===== src/rtl/pe_pkg.sv =====
package pe_pkg;
  localparam logic [7:0] OP_ERASE  = 8'h20;
  localparam logic [7:0] OP_PROG   = 8'h40;
  localparam logic [7:0] OP_CLR    = 8'h50;
  localparam logic [7:0] OP_SUSP   = 8'hB0;
  localparam logic [7:0] OP_RESUME = 8'hD0;

  localparam int ST_RDY  = 0;
  localparam int ST_ESUS = 1;
  localparam int ST_PSUS = 2;
  localparam int ST_PERR = 3;
  localparam int ST_EERR = 4;
  localparam int ST_SERR = 5;
  localparam int ST_W    = 6;

  typedef struct packed {
    logic erase;
    logic prog;
    logic susp;
    logic resume;
    logic clr;
  } cmd_t;
endpackage


===== src/rtl/pe_cmd_dec.sv =====
module pe_cmd_dec
  import pe_pkg::*;
#(
  parameter int ADDR_W = 12
) (
  input  logic              clk_i,
  input  logic              rst_ni,
  input  logic [ADDR_W-3:0] ovl_base_i,
  input  logic              acc_valid_i,
  input  logic              acc_we_i,
  input  logic [ADDR_W-1:0] acc_addr_i,
  input  logic [ADDR_W-1:0] acc_wdata_i,
  output logic              win_hit_o,
  output cmd_t              cmd_o,
  output logic [ADDR_W-1:0] tgt_o
);
  logic wr_cmd, wr_tgt;
  logic [7:0] op;

  assign win_hit_o = (acc_addr_i[ADDR_W-1:2] == ovl_base_i);
  assign wr_cmd    = acc_valid_i && acc_we_i && win_hit_o && (acc_addr_i[1:0] == 2'd0);
  assign wr_tgt    = acc_valid_i && acc_we_i && win_hit_o && (acc_addr_i[1:0] == 2'd1);
  assign op        = acc_wdata_i[7:0];

  always_comb begin
    cmd_o        = '0;
    cmd_o.erase  = wr_cmd && (op == OP_ERASE);
    cmd_o.prog   = wr_cmd && (op == OP_PROG);
    cmd_o.susp   = wr_cmd && (op == OP_SUSP);
    cmd_o.resume = wr_cmd && (op == OP_RESUME);
    cmd_o.clr    = wr_cmd && (op == OP_CLR);
  end

  always_ff @(posedge clk_i or negedge rst_ni) begin
    if (!rst_ni)     tgt_o <= '0;
    else if (wr_tgt) tgt_o <= acc_wdata_i;
  end

  p_onecmd_r10: assert property (@(posedge clk_i) disable iff (!rst_ni)
    $countones(cmd_o) <= 1);
endmodule


===== src/rtl/pe_op_slot.sv =====
module pe_op_slot #(
  parameter int TGT_W = 12,
  parameter int CYC   = 64
) (
  input  logic             clk_i,
  input  logic             rst_ni,
  input  logic             start_i,
  input  logic [TGT_W-1:0] tgt_i,
  input  logic             susp_i,
  input  logic             resume_i,
  output logic             active_o,
  output logic             susp_o,
  output logic [TGT_W-1:0] tgt_o
);
  localparam int CNT_W = $clog2(CYC + 1);

  logic [CNT_W-1:0] cnt_q;

  always_ff @(posedge clk_i or negedge rst_ni) begin
    if (!rst_ni) begin
      active_o <= 1'b0;
      susp_o   <= 1'b0;
      cnt_q    <= '0;
      tgt_o    <= '0;
    end else if (start_i) begin
      active_o <= 1'b1;
      susp_o   <= 1'b0;
      cnt_q    <= CNT_W'(CYC);
      tgt_o    <= tgt_i;
    end else if (active_o) begin
      if (susp_o) begin
        if (resume_i) susp_o <= 1'b0;
      end else if (susp_i) begin
        susp_o <= 1'b1;
      end else if (cnt_q == CNT_W'(1)) begin
        active_o <= 1'b0;
        cnt_q    <= '0;
      end else begin
        cnt_q <= cnt_q - CNT_W'(1);
      end
    end
  end

  p_frozen_r6: assert property (@(posedge clk_i) disable iff (!rst_ni)
    (active_o && susp_o && !start_i) |=> $stable(cnt_q));
  p_done_r2: assert property (@(posedge clk_i) disable iff (!rst_ni)
    $fell(active_o) |-> ($past(cnt_q) == CNT_W'(1)));
  p_susp_act_r4: assert property (@(posedge clk_i) disable iff (!rst_ni)
    susp_o |-> active_o);
endmodule


===== src/rtl/pe_access_chk.sv =====
module pe_access_chk #(
  parameter int ADDR_W = 12,
  parameter int PART_W = 2,
  parameter int WORD_W = 6
) (
  input  logic                     [ADDR_W-1:0] addr_i,
  input  logic                                  ers_run_i,
  input  logic                                  ers_sus_i,
  input  logic              [ADDR_W-WORD_W-1:0] ers_blk_i,
  input  logic                                  prg_run_i,
  input  logic                                  prg_sus_i,
  input  logic                     [ADDR_W-1:0] prg_tgt_i,
  output logic                                  ok_o
);
  logic [PART_W-1:0] a_part, e_part, p_part;
  logic [ADDR_W-WORD_W-1:0] a_blk;

  assign a_part = addr_i[ADDR_W-1 -: PART_W];
  assign a_blk  = addr_i[ADDR_W-1:WORD_W];
  assign e_part = ers_blk_i[ADDR_W-WORD_W-1 -: PART_W];
  assign p_part = prg_tgt_i[ADDR_W-1 -: PART_W];

  always_comb begin
    ok_o = 1'b1;
    if (ers_run_i && a_part == e_part)    ok_o = 1'b0;
    if (prg_run_i && a_part == p_part)    ok_o = 1'b0;
    if (ers_sus_i && a_blk == ers_blk_i)  ok_o = 1'b0;
    if (prg_sus_i && addr_i == prg_tgt_i) ok_o = 1'b0;
  end
endmodule


===== src/rtl/pe_ctrl.sv =====
module pe_ctrl
  import pe_pkg::*;
#(
  parameter int ADDR_W    = 12,
  parameter int PART_W    = 2,
  parameter int WORD_W    = 6,
  parameter int PROG_CYC  = 64,
  parameter int ERASE_CYC = 1024
) (
  input  logic              clk_i,
  input  logic              rst_ni,
  input  logic [ADDR_W-3:0] ovl_base_i,
  input  logic              acc_valid_i,
  input  logic              acc_we_i,
  input  logic [ADDR_W-1:0] acc_addr_i,
  input  logic [ADDR_W-1:0] acc_wdata_i,
  output logic              rd_ok_o,
  output logic [ST_W-1:0]   status_o
);
  localparam int BLK_W = ADDR_W - WORD_W;

  cmd_t              cmd;
  logic              win_hit, chk_ok;
  logic [ADDR_W-1:0] tgt;
  logic [BLK_W-1:0]  tgt_blk, ers_blk;
  logic [ADDR_W-1:0] prg_tgt;
  logic ers_act, ers_sus, prg_act, prg_sus, ers_run, prg_run;
  logic erase_ok, prog_ok, tgt_in_win, blk_has_win;
  logic ers_start, prg_start, ers_sreq, prg_sreq, ers_rreq, prg_rreq;
  logic perr_q, eerr_q, serr_q;

  pe_cmd_dec #(.ADDR_W(ADDR_W)) u_dec (
    .clk_i, .rst_ni, .ovl_base_i, .acc_valid_i, .acc_we_i, .acc_addr_i,
    .acc_wdata_i, .win_hit_o(win_hit), .cmd_o(cmd), .tgt_o(tgt)
  );

  assign tgt_blk     = tgt[ADDR_W-1:WORD_W];
  assign tgt_in_win  = (tgt[ADDR_W-1:2] == ovl_base_i);
  assign blk_has_win = (tgt_blk == ovl_base_i[ADDR_W-3 -: BLK_W]);
  assign ers_run     = ers_act && !ers_sus;
  assign prg_run     = prg_act && !prg_sus;

  // one partition busy at a time; nested program only under a paused erase
  assign erase_ok  = cmd.erase && !ers_act && !prg_act;
  assign prog_ok   = cmd.prog && !prg_act && (!ers_act || (ers_sus && tgt_blk != ers_blk));
  assign ers_start = erase_ok && !blk_has_win;
  assign prg_start = prog_ok && !tgt_in_win;

  // suspend/resume target the program first
  assign prg_sreq = cmd.susp && prg_run;
  assign ers_sreq = cmd.susp && ers_run && !prg_act;
  assign prg_rreq = cmd.resume && prg_sus;
  assign ers_rreq = cmd.resume && ers_sus && !prg_act;

  pe_op_slot #(.TGT_W(BLK_W), .CYC(ERASE_CYC)) u_ers (
    .clk_i, .rst_ni, .start_i(ers_start), .tgt_i(tgt_blk), .susp_i(ers_sreq),
    .resume_i(ers_rreq), .active_o(ers_act), .susp_o(ers_sus), .tgt_o(ers_blk)
  );

  pe_op_slot #(.TGT_W(ADDR_W), .CYC(PROG_CYC)) u_prg (
    .clk_i, .rst_ni, .start_i(prg_start), .tgt_i(tgt), .susp_i(prg_sreq),
    .resume_i(prg_rreq), .active_o(prg_act), .susp_o(prg_sus), .tgt_o(prg_tgt)
  );

  pe_access_chk #(.ADDR_W(ADDR_W), .PART_W(PART_W), .WORD_W(WORD_W)) u_chk (
    .addr_i(acc_addr_i), .ers_run_i(ers_run), .ers_sus_i(ers_sus), .ers_blk_i(ers_blk),
    .prg_run_i(prg_run), .prg_sus_i(prg_sus), .prg_tgt_i(prg_tgt), .ok_o(chk_ok)
  );

  always_ff @(posedge clk_i or negedge rst_ni) begin
    if (!rst_ni) begin
      perr_q <= 1'b0;
      eerr_q <= 1'b0;
      serr_q <= 1'b0;
    end else if (cmd.clr) begin
      perr_q <= 1'b0;
      eerr_q <= 1'b0;
      serr_q <= 1'b0;
    end else begin
      if (prog_ok && tgt_in_win)  perr_q <= 1'b1;
      if (erase_ok && blk_has_win) eerr_q <= 1'b1;
      if ((cmd.erase && !erase_ok) || (cmd.prog && !prog_ok)) serr_q <= 1'b1;
    end
  end

  assign status_o = {serr_q, eerr_q, perr_q, prg_sus, ers_sus, !(ers_run || prg_run)};
  assign rd_ok_o  = acc_valid_i && !acc_we_i && !win_hit && chk_ok;

  p_excl_r7: assert property (@(posedge clk_i) disable iff (!rst_ni)
    !(ers_run && prg_run));
  p_seq_r7: assert property (@(posedge clk_i) disable iff (!rst_ni)
    (cmd.prog && prg_act) |=> status_o[ST_SERR]);
  p_clr_r9: assert property (@(posedge clk_i) disable iff (!rst_ni)
    cmd.clr |=> (status_o[ST_SERR:ST_PERR] == 3'b000));
  p_word_lock_r5: assert property (@(posedge clk_i) disable iff (!rst_ni)
    (acc_valid_i && !acc_we_i && prg_sus && acc_addr_i == prg_tgt) |-> !rd_ok_o);
  p_blk_lock_r4: assert property (@(posedge clk_i) disable iff (!rst_ni)
    (acc_valid_i && ers_sus && acc_addr_i[ADDR_W-1:WORD_W] == ers_blk) |-> !rd_ok_o);
endmodule


===== config.mk =====
export PLATFORM = sky130hd
export DESIGN_NAME = pe_ctrl
export DESIGN_NICKNAME = d
export VERILOG_FILES = /design/src/rtl/pe_pkg.sv /design/src/rtl/pe_cmd_dec.sv /design/src/rtl/pe_op_slot.sv /design/src/rtl/pe_access_chk.sv /design/src/rtl/pe_ctrl.sv
export SDC_FILE = /design/constraint.sdc
export NUM_CORES = 1
export LEC_CHECK = 0
export BUFFER_PORTS_ARGS = -buffer_cell sky130_fd_sc_hd__buf_2
export CAP_MARGIN = 20
export CORE_UTILIZATION = 45
export DETAILED_ROUTE_END_ITERATION = 12
export HOLD_SLACK_MARGIN = 0.1
export MAX_ROUTING_LAYER = met4
export PLACE_DENSITY_LB_ADDON = 0.3
export SYNTH_ARGS = -nofsm -noshare
export SYNTH_HDL_FRONTEND = slang
export SYNTH_HIERARCHICAL = 1
export SYNTH_SLANG_ARGS = --single-unit

===== constraint.sdc =====
create_clock -name clk_i -period 2.5 [get_ports clk_i]
set_input_delay 0.25 -clock clk_i [delete_from_list [all_inputs] [get_ports clk_i]]
set_output_delay 0.25 -clock clk_i [all_outputs]
set_load 0.005 [all_outputs]

; After elaboration in Yosys (flattened, before gate mapping)
; Cells that the tools add are included.
[totals]
out_inout_bits = 7
elab_cells = 131
input_bits = 38
ff_bits = 55
[classes]
n_mux = 40
n_eq_ne = 20
add_sub_neg = 2
reduce_logical = 57
[op_table]
columns = operator, n
row1 = $mux W11, 5
row2 = $logic_and A1 B1 Y1, 35
row3 = $mux W7, 5
row4 = $mux W1, 30
row5 = $eq A10 B10 Y1, 2
row6 = $eq A8 B7 Y1 const B, 2
row7 = $eq A8 B8 Y1 const B, 2
row8 = $eq A12 B12 Y1, 1
row9 = $eq A6 B6 Y1, 2
row10 = $eq A11 B1 Y1 const B, 1
row11 = $logic_not A1 Y1, 11
row12 = $sub A11 B1 Y11 const B, 1
row13 = $reduce_bool A2 Y1, 5
row14 = $eq A8 B6 Y1 const B, 1
row15 = $ne A2 B2 Y1 const B, 4
row16 = $eq A7 B1 Y1 const B, 1
row17 = $sub A7 B1 Y7 const B, 1
row18 = $ne A6 B6 Y1, 1
row19 = $reduce_and A3 Y1, 2
row20 = $eq A2 B2 Y1, 2
row21 = $logic_or A1 B1 Y1, 3
row22 = $eq A2 B1 Y1 const B, 1
row23 = $logic_not A2 Y1, 1

; Logic depth before layout (Yosys ltp)
[logic_depth]
depth_word = 11
mapped_depth = 11
ltp_nobuf = 9

; By module
; The synthesis kept the hierarchy.
[by_module_without_submodules]
columns = mod, cells_per_inst, instances, seq_area_each_um2, area_each_um2
row1 = pe_op_slot (u_ers), 87, 1, 475.5, 952.2
row2 = pe_op_slot (u_prg), 77, 1, 525.5, 922.1
row3 = pe_cmd_dec, 57, 1, 300.3, 742.0
row4 = pe_ctrl, 52, 1, 75.1, 444.2
row5 = pe_access_chk, 27, 1, 0.0, 217.7

; Worst setup path before layout
; Ideal clock, no wire load.
[synth_path]
path_type = input to register
start = in ovl_base_i[8]
end = reg u_prg.tgt_o[0]
setup_ps = 125
path_buffers = 1
required_ps = 2375
path_slack_ps = -194
arrival_ps = 2569
path_stages = 9
path_cell_list = xor2_1 nor4_4 nand4_1 nor4_1 nor3b_1 o41ai_2 a21oi_1 clkbuf_1 mux2_2
[synth_rtl]
columns = item, line_no
row1 = from (decl), pe_ctrl.sv:12  ; input logic [ADDR_W-3:0] ovl_base_i,
row2 = to (signal assigned), pe_op_slot.sv:29  ; tgt_o <= tgt_i;
row3 = to (decl), pe_op_slot.sv:13  ; output logic [TGT_W-1:0] tgt_o

==> summary.txt <==
Outcome
  • Status: finished clean

Placement
  • Buffers added on ports: between 40 and 50
  • Final GP Congestion: 0.820
  • HPWL Detailed: about 5.8 mm
  • Placed Area: 3920 um2
  • Place WS: -0.258 ns

Worst setup path
  • R2R Setup Slk: between 0.15 and 0.2 ns
  • CP startpoint kind: primary input
  • Setup Crit Path Kind: in -> reg
  • Crit path top cell by count: xor2_1
  • Crit Path Max Fanout: 10
  • Worst setup EP type: register
  • Crit path DAT: between 2 and 3 ns
  • R2R Path Start: u_dec/tgt_o[10]$_DFFE_PN0P_
  • Critical Path Start: ovl_base_i[8]
  • Slowest stage cell, crit path: nor4_2
  • Crit path largest cell delay: between 0.3 and 0.4 ns
  • WP data required: roughly 2.7 ns
  • CP cell instances: buf_2 -> xor2_1 -> nor4_4 -> nand4_1 -> nor4_2 -> nor3b_2 -> nor2b_4 -> buf_4 -> o2111ai_1 -> xor2_1 -> nor2_1

Global route
  • Antenna violations before repair: 0
  • Vias in the first global route: 2505
  • Total GRT Usage: about a fifth
  • Total grt overflow: 0
  • Largest net degree at the start of global routing: 25
  • First-pass GRT wire length: ~12 mm

CTS
  • H-tree depth: 2
  • Root Buffer: clkbuf_8
  • Bufs on Longest Clock Path: 2
  • CTS tree: done
  • Worst-skew pair later-pin latency: about 0.31 ns
  • Num CTS Buffers: 5
  • Clock Pin Slew Worst Setup and Hold Paths: about 0.090 ns
  • Clock Sinks: 55

Floorplanning
  • Die Area: about 7600 um2
  • Rows: 30
  • Die Wd: between 80 and 90 um
  • Initial Util: approximately 47%
  • Die height: roughly 87 um
  • Core area: around 7000 um2
  • Num ports: 45

Routing
  • DR vias: about 2500
  • Routed WL per cell: 14.9 um
  • DRC Markers: 0
  • WL final: 7.23 mm
  • DR pass1 iterations: 4
  • Drt initial violations: 136
  • Vias per cell: between 5 and 6
  • Post-DRT Antenna Nets: 0

Logic synthesis
  • Post-synthesis cell count: 300
  • Area of the mapped netlist: 3280 um2
  • Asr flop ratio synth: between 90% and 100%
  • Number of synthesized flops with an enable pin: 0
  • Netlist cell types: 54
  • Flops & latches, synth: 55
  • Syn Area/Cell: between 10 and 15 um2
  • Main synth FF type: dfrtp_1
  • Sequential fraction of the synthesis area: 42.0%
  • Yosys warns: 6
  • Syn nets: around 340

Min path
  • Worst Hold Launch: acc_wdata_i[8]
  • Worst Hold Class: in -> reg

Power
  • Power Density: between 400 and 500 nW/um2
  • Peak VDD IR: ~0.00021 V
  • Pleak: ~2 nW

Cells and area
  • Share of layout cells above drive strength 1: slightly below 40%
  • Design Area, Final: approximately 4100 um2
  • Nets: between 400 and 500
  • Antenna diodes: 0
  • Area Overhead vs Synth: 24.5%
  • Final core utilization: about three fifths

STA
  • Max frequency: 0.433 GHz
  • Hold Violations, Final: 0
  • Fin crit share: between 90% and 100%
  • Final setup fails: 0
  • Max Slew Vio Count: 0
  • Setup Skew: between 0.009 and 0.01 ns
  • Worst Tran Pin Value: 0.505 ns
  • Crit path time final: about 2.3 ns
  • Slew Limit Headroom: 65.9%
  • PnR worst setup slack: around 0.19 ns
  • Final setup TNS: 0 ns

Run
  • Max_cap viols: 0
==> final timing paths <==
path	to	cells after the start
min reg2reg	u_ers/cnt_q[8]$_DFFE_PN0P_	1
min	u_dec/tgt_o[8]$_DFFE_PN0P_	2
max	u_ers/cnt_q[6]$_DFFE_PN0P_	11
max in group asynchronous	u_prg/tgt_o[11]$_DFFE_PN0P_	3
min in group asynchronous	u_ers/cnt_q[1]$_DFFE_PN0P_	2
max reg2reg	u_ers/cnt_q[7]$_DFFE_PN0P_	7
==> area by class of cell <==
type / count / area (um2)
multi-input combinational: 223 / 1830
timing repair buffer: 92 / 596
fill: 628 / 2830
clock buffer: 6 / 82.6
sequential: 55 / 1380
tap: 96 / 120
clock inverter: 2 / 35.0
inverter: 12 / 45.0
==> cell usage after synthesis (2+ instances only) <==
| cell type | instances | area (um2) |
|---|---|---|
| nand3_1 | 4 | 20.0 |
| mux2i_1 | 2 | 20.0 |
| a31oi_1 | 3 | 18.8 |
| o31ai_2 | 2 | 25.0 |
| o211ai_1 | 3 | 22.5 |
| nor4_4 | 2 | 42.5 |
| inv_1 | 12 | 45.0 |
| nand4b_1 | 3 | 26.3 |
| xnor2_1 | 12 | 105 |
| nand4_1 | 4 | 25.0 |
| or3_1 | 4 | 25.0 |
| mux2_4 | 10 | 150 |
| ha_1 | 4 | 50.1 |
| nor2b_1 | 3 | 18.8 |
| nand2_1 | 18 | 67.6 |
| xor2_1 | 34 | 298 |
| nor4_2 | 3 | 37.5 |
| nand3b_1 | 3 | 22.5 |
| dfrtp_1 | 55 | 1380 |
| nor4_1 | 7 | 43.8 |
| clkbuf_1 | 4 | 15.0 |
| nor3_1 | 5 | 25.0 |
| nor2_1 | 21 | 78.8 |
| nor3b_1 | 3 | 22.5 |
| o21ai_0 | 9 | 45.0 |
| a21o_1 | 3 | 22.5 |
| nor3b_4 | 2 | 37.5 |
| mux2_2 | 20 | 225 |
| a21oi_1 | 11 | 55.1 |
| nand2b_1 | 4 | 25.0 |
| and2_1 | 3 | 18.8 |
| buf_4 | 5 | 37.5 |
==> report_power, final <==
part           switching, W  internal [W]  total, W
Sequential       0.00000163      0.000890  0.000892
Clock              0.000291      0.000325  0.000616
Combinational     0.0000868     0.0000845  0.000171
Total              0.000380       0.00130   0.00168
==> flip-flops by register name (all words and copies together), names as in the netlist, 6 cells and up <==
| signal | flops |
|---|---|
| u_dec/tgt_o | 12 |
| u_prg/tgt_o | 12 |
| u_ers/cnt_q | 11 |
| u_prg/cnt_q | 7 |
| u_ers/tgt_o | 6 |
==> layout by cell type, fill, tap and decap left out, drive strengths merged, types with 4 or more instances in the layout <==
cell type | Yosys | final
xor2 | 34 | 34
nor4 | 12 | 12
nor2b | 4 | 4
dfrtp | 55 | 55
mux2 | 30 | 30
nor3 | 5 | 5
xnor2 | 12 | 12
nand4 | 5 | 5
or3 | 5 | 5
nor2 | 21 | 21
ha | 4 | 4
nand2 | 19 | 19
inv | 12 | 12
a21oi | 11 | 11
o21ai | 9 | 9
buf | 6 | 91
nand2b | 4 | 4
clkbuf | 4 | 6
nand3 | 5 | 5
nor3b | 5 | 5
==> worst max-delay path: cells and delay by family <==
kind	cells	cell delay, ns
AND/OR/NAND/NOR	6	1.45
XOR/XNOR	2	0.36
buffers and inverters	2	0.29
AO/OA/AOI/OAI	1	0.15
==> metrics by stage <==
stage               power (W)  std cells  hold WS (ns)
global route          0.00175        486         0.150
detailed placement    0.00108        476         0.196
finish                0.00168        486         0.170
CTS                   0.00170        485         0.157
floorplan            0.000963        300       -0.0456
global placement      0.00108        476         0.199
==> kinds of logic after synthesis <==
group,after synthesis,share of synthesized area (%)
buf+inv,22,3.32
compound gates,39,8.70
xor+xnor,46,12.3
flops,55,42.0
mux,32,12.1
fa+ha+maj,4,1.53
simple gates,102,20.1
==> routing by layer <==
metal / share of wire (%) / track usage, %
met3: 2.9 / 3.41
met4: 1.8 / 6.41
met1: 47 / 27.9
met5: 0 / -
met2: 48 / 34.3
==> timing repair <==
item | 4_1_cts | 5_1_grt
gates resized for setup | 0 | 6
buffers inserted | 0 | 1
setup endpoints to repair | 0 | 37
hold buffers | 1 | 0
hold endpoints to repair | 16 | 0
(Power assumes the default switching activity.)
